===== config.mk =====
export PLATFORM = sky130hd
export DESIGN_NAME = supply_mode_monitor
export DESIGN_NICKNAME = d
export VERILOG_FILES = /design/src/rtl/smm_pkg.sv /design/src/rtl/smm_timer.sv /design/src/rtl/smm_settle.sv /design/src/rtl/smm_classifier.sv /design/src/rtl/supply_mode_monitor.sv
export SDC_FILE = /design/constraint.sdc
export NUM_CORES = 1
export LEC_CHECK = 0
export BUFFER_PORTS_ARGS = -buffer_cell sky130_fd_sc_hd__buf_2
export CAP_MARGIN = 15
export CORE_MARGIN = 10
export CORE_UTILIZATION = 60
export CTS_CLUSTER_DIAMETER = 30
export DETAILED_ROUTE_END_ITERATION = 16
export HOLD_SLACK_MARGIN = 0.15
export MAX_ROUTING_LAYER = met4
export PLACE_DENSITY = 0.88
export SLEW_MARGIN = 20
export SYNTH_ARGS = -nofsm -noshare
export SYNTH_HDL_FRONTEND = slang
export SYNTH_SLANG_ARGS = --single-unit

===== constraint.sdc =====
create_clock -name clk_32k -period 2.5 [get_ports clk_32k]
set_input_delay 0.125 -clock clk_32k [delete_from_list [all_inputs] [get_ports clk_32k]]
set_output_delay 0.125 -clock clk_32k [all_outputs]
set_load 0.02 [all_outputs]

===== src/rtl/smm_pkg.sv =====
package smm_pkg;

   typedef enum logic [1:0] {
      MODE_SILVER = 2'b00,
      MODE_LITH   = 2'b01,
      MODE_EOL    = 2'b10
   } batt_mode_e;

   localparam logic [1:0] TSEL_NORMAL = 2'b00;
   localparam logic [1:0] TSEL_FAST   = 2'b01;

   // end-of-life result dominates: a sagging supply must never read as lithium
   function automatic batt_mode_e decode_mode(input logic at_lit, input logic at_eol);
      if (at_eol)
         return MODE_EOL;
      else if (at_lit)
         return MODE_LITH;
      else
         return MODE_SILVER;
   endfunction

   function automatic int unsigned max2(input int unsigned a, input int unsigned b);
      return (a > b) ? a : b;
   endfunction

endpackage


===== src/rtl/smm_timer.sv =====
module smm_timer #(
   parameter int unsigned FIRST_CYC = 983,
   parameter int unsigned NORM_CYC  = 1966080,
   parameter int unsigned T1_CYC    = 4096,
   parameter int unsigned T2_CYC    = 1024,
   parameter int unsigned CNT_W     = 21
) (
   input  logic       clk,
   input  logic       rst_n,
   input  logic [1:0] tsel,
   output logic       tick
);
   import smm_pkg::*;

   localparam logic [CNT_W-1:0] FIRST_M1 = CNT_W'(FIRST_CYC - 1);
   localparam logic [CNT_W-1:0] NORM_M1  = CNT_W'(NORM_CYC - 1);
   localparam logic [CNT_W-1:0] T1_M1    = CNT_W'(T1_CYC - 1);
   localparam logic [CNT_W-1:0] T2_M1    = CNT_W'(T2_CYC - 1);

   logic [CNT_W-1:0] elapsed;
   logic             first_pend;
   logic [CNT_W-1:0] lim_m1;

   always_comb begin
      if (first_pend) begin
         lim_m1 = FIRST_M1;
      end else begin
         case (tsel)
            TSEL_NORMAL: lim_m1 = NORM_M1;
            TSEL_FAST:   lim_m1 = T1_M1;
            default:     lim_m1 = T2_M1;
         endcase
      end
   end

   // ">=" so a switch to a shorter interval never waits for a wrap
   assign tick = (elapsed >= lim_m1);

   always_ff @(posedge clk or negedge rst_n) begin
      if (!rst_n) begin
         elapsed    <= '0;
         first_pend <= 1'b1;
      end else if (tick) begin
         elapsed    <= '0;
         first_pend <= 1'b0;
      end else begin
         elapsed    <= elapsed + 1'b1;
      end
   end

   AST_NO_BACK_TO_BACK: assert property (@(posedge clk) disable iff (!rst_n)
      tick |=> !tick) else $error("tick repeated");

endmodule


===== src/rtl/smm_settle.sv =====
module smm_settle #(
   parameter int unsigned SETTLE_CYC = 4
) (
   input  logic clk,
   input  logic rst_n,
   input  logic tick,
   output logic cmp_en,
   output logic sample
);

   generate
      if (SETTLE_CYC == 1) begin : g_single
         logic en_q;
         always_ff @(posedge clk or negedge rst_n) begin
            if (!rst_n) en_q <= 1'b0;
            else        en_q <= tick;
         end
         assign cmp_en = en_q;
         assign sample = en_q;
      end else begin : g_count
         localparam int unsigned EW = $clog2(SETTLE_CYC + 1);
         logic [EW-1:0] left_q;
         always_ff @(posedge clk or negedge rst_n) begin
            if (!rst_n)
               left_q <= '0;
            else if (tick)
               left_q <= EW'(SETTLE_CYC);
            else if (left_q != '0)
               left_q <= left_q - 1'b1;
         end
         assign cmp_en = (left_q != '0);
         assign sample = (left_q == EW'(1));
      end
   endgenerate

   AST_WIN_OPENS: assert property (@(posedge clk) disable iff (!rst_n)
      tick |=> cmp_en) else $error("window did not open");
   AST_WIN_CLOSES_ON_SAMPLE: assert property (@(posedge clk) disable iff (!rst_n)
      $fell(cmp_en) |-> $past(sample)) else $error("window closed early");

endmodule


===== src/rtl/smm_classifier.sv =====
module smm_classifier (
   input  logic       clk,
   input  logic       rst_n,
   input  logic       sample,
   input  logic       at_lit,
   input  logic       at_eol,
   output logic [1:0] mode
);
   import smm_pkg::*;

   batt_mode_e mode_q;

   always_ff @(posedge clk or negedge rst_n) begin
      if (!rst_n)
         mode_q <= MODE_SILVER;
      else if (sample)
         mode_q <= decode_mode(at_lit, at_eol);
   end

   assign mode = mode_q;

   AST_MODE_HOLDS: assert property (@(posedge clk) disable iff (!rst_n)
      !$past(sample) |-> $stable(mode)) else $error("mode moved outside sample");
   AST_EOL_WINS: assert property (@(posedge clk) disable iff (!rst_n)
      (sample && at_eol) |=> (mode == 2'b10)) else $error("eol not latched");

endmodule


===== src/rtl/supply_mode_monitor.sv =====
module supply_mode_monitor #(
   parameter int unsigned FIRST_CYC  = 983,
   parameter int unsigned NORM_CYC   = 1966080,
   parameter int unsigned T1_CYC     = 4096,
   parameter int unsigned T2_CYC     = 1024,
   parameter int unsigned SETTLE_CYC = 4
) (
   input  logic       clk_32k,
   input  logic       rst_n,
   input  logic [1:0] test_sel,
   input  logic       above_lit,
   input  logic       below_eol,
   output logic       cmp_en,
   output logic [1:0] mode
);
   import smm_pkg::*;

   localparam int unsigned MAX_CYC = max2(max2(FIRST_CYC, NORM_CYC), max2(T1_CYC, T2_CYC));
   localparam int unsigned CNT_W   = (MAX_CYC < 2) ? 1 : $clog2(MAX_CYC);

   generate
      if (SETTLE_CYC < 1) begin : g_bad_settle
         $error("SETTLE_CYC must be at least 1");
      end
      if (FIRST_CYC < 2) begin : g_bad_first
         $error("FIRST_CYC must be at least 2");
      end
      if (SETTLE_CYC >= NORM_CYC || SETTLE_CYC >= T1_CYC || SETTLE_CYC >= T2_CYC) begin : g_bad_ivl
         $error("every interval must exceed SETTLE_CYC");
      end
   endgenerate

   logic tick;
   logic sample;

   smm_timer #(
      .FIRST_CYC (FIRST_CYC),
      .NORM_CYC  (NORM_CYC),
      .T1_CYC    (T1_CYC),
      .T2_CYC    (T2_CYC),
      .CNT_W     (CNT_W)
   ) u_timer (
      .clk   (clk_32k),
      .rst_n (rst_n),
      .tsel  (test_sel),
      .tick  (tick)
   );

   smm_settle #(
      .SETTLE_CYC (SETTLE_CYC)
   ) u_settle (
      .clk    (clk_32k),
      .rst_n  (rst_n),
      .tick   (tick),
      .cmp_en (cmp_en),
      .sample (sample)
   );

   smm_classifier u_class (
      .clk    (clk_32k),
      .rst_n  (rst_n),
      .sample (sample),
      .at_lit (above_lit),
      .at_eol (below_eol),
      .mode   (mode)
   );

   AST_MODE_AFTER_WINDOW: assert property (@(posedge clk_32k) disable iff (!rst_n)
      !$stable(mode) |-> $past(cmp_en)) else $error("mode changed without window");
   AST_MODE_LEGAL: assert property (@(posedge clk_32k) disable iff (!rst_n)
      $past(sample) |-> (mode != 2'b11)) else $error("illegal mode code");

endmodule


Word-level counts from Yosys, hierarchy flattened
Index checks and enable logic that the tools add are counted.

Register bits after elaboration: 27. Output and inout port bits: 3. Logic and storage cells: 19.

$add $sub $neg: 2. Order comparisons: 1. Eq/ne operators: 2. Muxes and demuxes: 7. Reductions and logical operators: 3.

Operators with widths (count): two-way mux 21 bit (2); case mux 21 bit (2 select lines) (1); adder 21 x 1 -> 21 bit, second input constant (1); >= comparator 21 bit (1); two-way mux 3 bit (2); == test 3 x 1 -> 1 bit, second input constant (1); nonzero test 3 bit (1); subtractor 3 x 1 -> 3 bit, second input constant (1); == test 2 x 1 -> 1 bit, second input constant (1); zero test 2 bit (1); two-way mux 2 bit (1); nonzero test 2 bit (1); two-way mux 1 bit (1).

Depth between registers and ports, before layout
Depth after elaboration: 5. Depth in mapped cells: 8. Gate-level depth less buffers: 7.

Hierarchy
From an unflattened synthesis, not the netlist that was laid out.

Cells, all modules: 164. Area total of the unflattened synthesis: 1644.1 sq um.

By module, submodules not included: smm_timer (times used 1, cells each 140, area an instance 1363.8 sq um, sequential area each 551.8 sq um); smm_settle (times used 1, cells each 18, area an instance 198.9 sq um, sequential area each 75.1 sq um); smm_classifier (times used 1, cells each 6, area an instance 81.3 sq um, sequential area each 50.0 sq um).

Worst setup path before layout
OpenSTA, ideal clock, no wires.

Path kind: register -> register. Start: reg u_timer.first_pend. End: reg u_timer.elapsed[13]. Setup time: 0.119 ns. Data arrival time: 2.114 ns. Data required time: 2.381 ns. Path slack: 0.267 ns. Stages on the path, launching flop included: 8. Path through: dfstp_2 -> or3_1 -> ha_1 -> nand4b_1 -> or2_2 -> o221ai_4 -> buf_8 -> nor2_2.

Cells in the longest elaborated chain, start to end: 3.

RTL lines: start, declared (line smm_timer.sv:21) `logic first_pend;`; start signal, assigned (line smm_timer.sv:42) `first_pend <= 1'b1;`; start signal, assigned (line smm_timer.sv:45) `first_pend <= 1'b0;`; two-way mux 21 bit (line smm_timer.sv:25) `if (first_pend) begin`; >= comparator 21 bit (line smm_timer.sv:37) `assign tick = (elapsed >= lim_m1);`; two-way mux 21 bit (line smm_timer.sv:43) `end else if (tick) begin`; end signal, assigned (line smm_timer.sv:47) `elapsed <= elapsed + 1'b1;`; end, declared (line smm_timer.sv:20) `logic [CNT_W-1:0] elapsed;`.

No other way between the ends. A chain may end at the register's enable or synchronous reset.

Worst setup path after layout
Start: reg u_timer.first_pend. End: reg u_timer.elapsed[8].

The elaborated chain is that of the path after synthesis.

==> run_results.csv <==
group,metric,value,unit
floorplan,dieWidth,72.0,um
synth,synth_seq_area_share,0.417,
run_status,status,"finished, final reports clean",
sta,relSlewSlack,0.554,
synth,synth_top_family_by_area,"simple AND/OR/NAND/NOR gates",
clock_network,cts.sink_count,27,
detailed_routing,drc,0,
sta,fin_crit,2.35,ns
floorplan,io_pins,9,
synth,synthArstFlopShare,1.00,
critical_path,cp_data_required_time,2.75,ns
critical_path,critical_path_depth,8,
critical_path,crit_path_start,"u_timer.first_pend",
pwr,ir_drop,0.000497,V
floorplan,rows,18,
worst_hold_path,hp-class,"in -> async",
synth,synth-seq-cells,27,
detailed_routing,ant_nets,0,
detailed_routing,drt-initial-drc-count,71,
critical_path,start_kind,"flop",
clock_network,cts_tree,"done",
critical_path,ff2ff_path_depth,8,
synth,post-synth-top-area-cell,"dfrtp_1",
placement,finalWeightedCongestion,0.901,
synth,synth_area_leaders,"dfrtp_1, ha_1, xor2_1, xnor2_1, nor2_1",
clock_network,h-tree-depth,1,
final_layout,syn_to_final_growth,9.17,%
clock_network,cts_buffers,3,
floorplan,start_util,0.644,
placement,dpl.hpwl,2380,um
clock_network,cts.path.max_buffers,2,
sta,rsz0062_at_grt,"false",
sta,clock_skew,0.0105,ns
synth,yosys.area_share.simple,0.237,
global_route,grt_max_degree,28,
detailed_routing,dr_total_vias,1151,
sta,setup_tns,0,ns
critical_path,crit_fanout,10,
pwr,fin_total_pwr,679,uW
pwr,p_leak,0.000856,uW
final_layout,fin_nets,197,
final_layout,drive_gt1_frac,0.214,
global_route,grt_pass1_wl,5680,um
global_route,track_usage,0.134,
global_route,antenna_found_initial,0,
clock_network,root_buffer,"clkbuf_4",
detailed_routing,dr.pass1.iters,4,
critical_path,endpoint_kind,"flop",
critical_path,ff2ff_setup_slack,0.15,ns
synth,synth_fp_nets,180,
synth,synth-adder-area-share,0.131,
synth,synth_xor_area_frac,0.108,
sta,tightest_slew,0.663,ns
run,drv_cap,0,
synth,yosysMostFrequentCell,"dfrtp_1",
detailed_routing,routedWlPerCell,14.9,um
sta,hold_viol,0,
clock_network,clk_latency,0.34,ns
synth,ys_types,35,
critical_path,slowest_delay,0.42,ns
global_route,grt_pass1_vias,1335,
sta,finalMaxSlewViolations,0,
synth,synthesis.area,0.00162,sq mm
synth,synth_top_area_frac,0.401,
critical_path,crit_slowest_cell,"dfstp_2",
floorplan,die_area,0.00519,sq mm
synth,syn-mean-instance-area,10.3,sq um
synth,synth_compound_area_frac,0.0701,
final_layout,antenna-diode-count,0,
synth,synth_ff_type,"dfrtp_1",
floorplan,core_area,0.00252,sq mm
critical_path,path_buf_inv,1,
critical_path,path_delay_family,"simple AND/OR/NAND/NOR gates",
sta,setup_viol,0,
critical_path,arrival,2.60,ns
critical_path,path_cells,"or3_4 -> ha_1 -> nand3_1 -> nor4_2 -> a221oi_2 -> o221ai_4 -> buf_4 -> nor2_1",
synth,synthCells,157,
floorplan,die_y,72.0,um
sta,period_share,0.939,
critical_path,crit_type,"reg -> reg",
synth,ys.warnings.count,0,
critical_path,r2r-start,"u_timer.first_pend",
critical_path,crit_path_end,"u_timer.elapsed[8]",
placement,io_buffers,8,
sta,fmax,426,MHz
clock_network,post_cts_buffers,0,
detailed_routing,vias_per_cell,5.67,
pwr,power_density,383,mW/mm^2
synth,synth-edff-count,0,
detailed_routing,drt_wl_total,3030,um
clock_network,clkTransAtPathRegs,0.15,ns
synth,synth_commonest_cells,"dfrtp_1, nor2_1, ha_1",
synth,synthMuxAreaShare,0.00693,
critical_path,rr_endpoint,"u_timer.elapsed[8]",
global_route,grt_overflow,0,
[worst reg2reg max path, cell delays in order, from the launching register on]
cell and delay [ns]:
dfstp_2 0.42, or3_4 0.39, ha_1 0.34, nand3_1 0.12, nor4_2 0.31, a221oi_2 0.13, o221ai_4 0.25, buf_4 0.23
nor2_1 0.07
[kinds of logic (layout without fill, tap and decap cells)]
kind of cell	Yosys count	in the layout
adder cells (fa/ha/maj)	17	17
XOR/XNOR	20	20
AO/OA/AOI/OAI	12	12
flip-flops	27	27
buffers and inverters	8	24
AND/OR/NAND/NOR	72	72
multiplexers	1	1
[flip-flops by register name (all words and copies together), names as in the netlist]
signal	flops
u_class.mode	2
u_timer.elapsed	21
u_settle.g_count.left_q	3
u_timer.first_pend	1
[cell type report]
class	instances	area, sq um
multi-input cells	122	910
fillers	202	749
flip-flops and latches	27	677
repair buffers	14	96.3
well taps	30	37.5
clock buffers	3	22.5
inverters	6	22.5
clock inverters	1	7.51
[power breakdown]
part           total [uW]  switching, uW  leakage (uW)  internal [uW]
clock network         198            136     0.0000139           61.4
registers             439          0.785      0.000361            439
logic                42.1           24.9      0.000482           17.2
[through the flow]
stage / instances / hold WS (ns) / utilization / worst slack (ns) / area [sq um]
after CTS: 203 / 0.320 / 0.701 / 0.114 / 1770
final: 203 / 0.298 / 0.703 / 0.153 / 1770
after detailed placement: 196 / 0.159 / 0.673 / 0.00841 / 1700
after global routing: 203 / 0.339 / 0.703 / 0.0342 / 1770
after global placement: 196 / 0.146 / 0.673 / 0.143 / 1700
after floorplan: 157 / -0.171 / - / 0.267 / 1620
[repair_timing]
action,CTS,global route
gates resized for setup,2,1
setup endpoints to repair,12,1
endpoints found under the hold margin,29,0
hold buffers,3,0
[layer usage]
layer / GRT usage / vias up / routed length, um
met2: 0.219 / 17 / 1520
met3: 0.0218 / 7 / 91
met4: 0.0581 / 0 / 55
li1: - / 571 / -
met5: - / - / 0
met1: 0.159 / 556 / 1370
[layout by cell type (no fill, tap or decap), types with 2 or more instances in the layout]
cell type	netlist	layout
a21o_1	3	3
a21oi_1	2	2
a221oi_2	1	2
and3_1	2	2
buf_2	0	8
buf_4	0	2
clkbuf_4	0	3
dfrtp_1	26	26
dlygate4sd3_1	0	3
ha_1	17	17
inv_1	6	6
nand2_1	10	10
nand2b_1	2	2
nand3_1	10	10
nand4_1	3	3
nor2_1	20	20
nor2_2	10	10
nor2b_1	2	2
nor3_1	2	2
nor4_2	2	2
or2_2	3	3
xnor2_1	9	9
xor2_1	11	11
[how the worst min path moves through the flow]
stage,to,from,cells past startpoint
6_report,u_timer.elapsed[6],rst_n,2
5_1_grt,u_timer.elapsed[8],rst_n,2
4_1_cts,u_timer.elapsed[6],rst_n,2
3_5_place_dp,u_class.mode[1],rst_n,1
3_3_place_gp,u_timer.elapsed[7],rst_n,1
2_1_floorplan,u_class.mode[0],rst_n,0
Power figures use the tool's default switching activity.
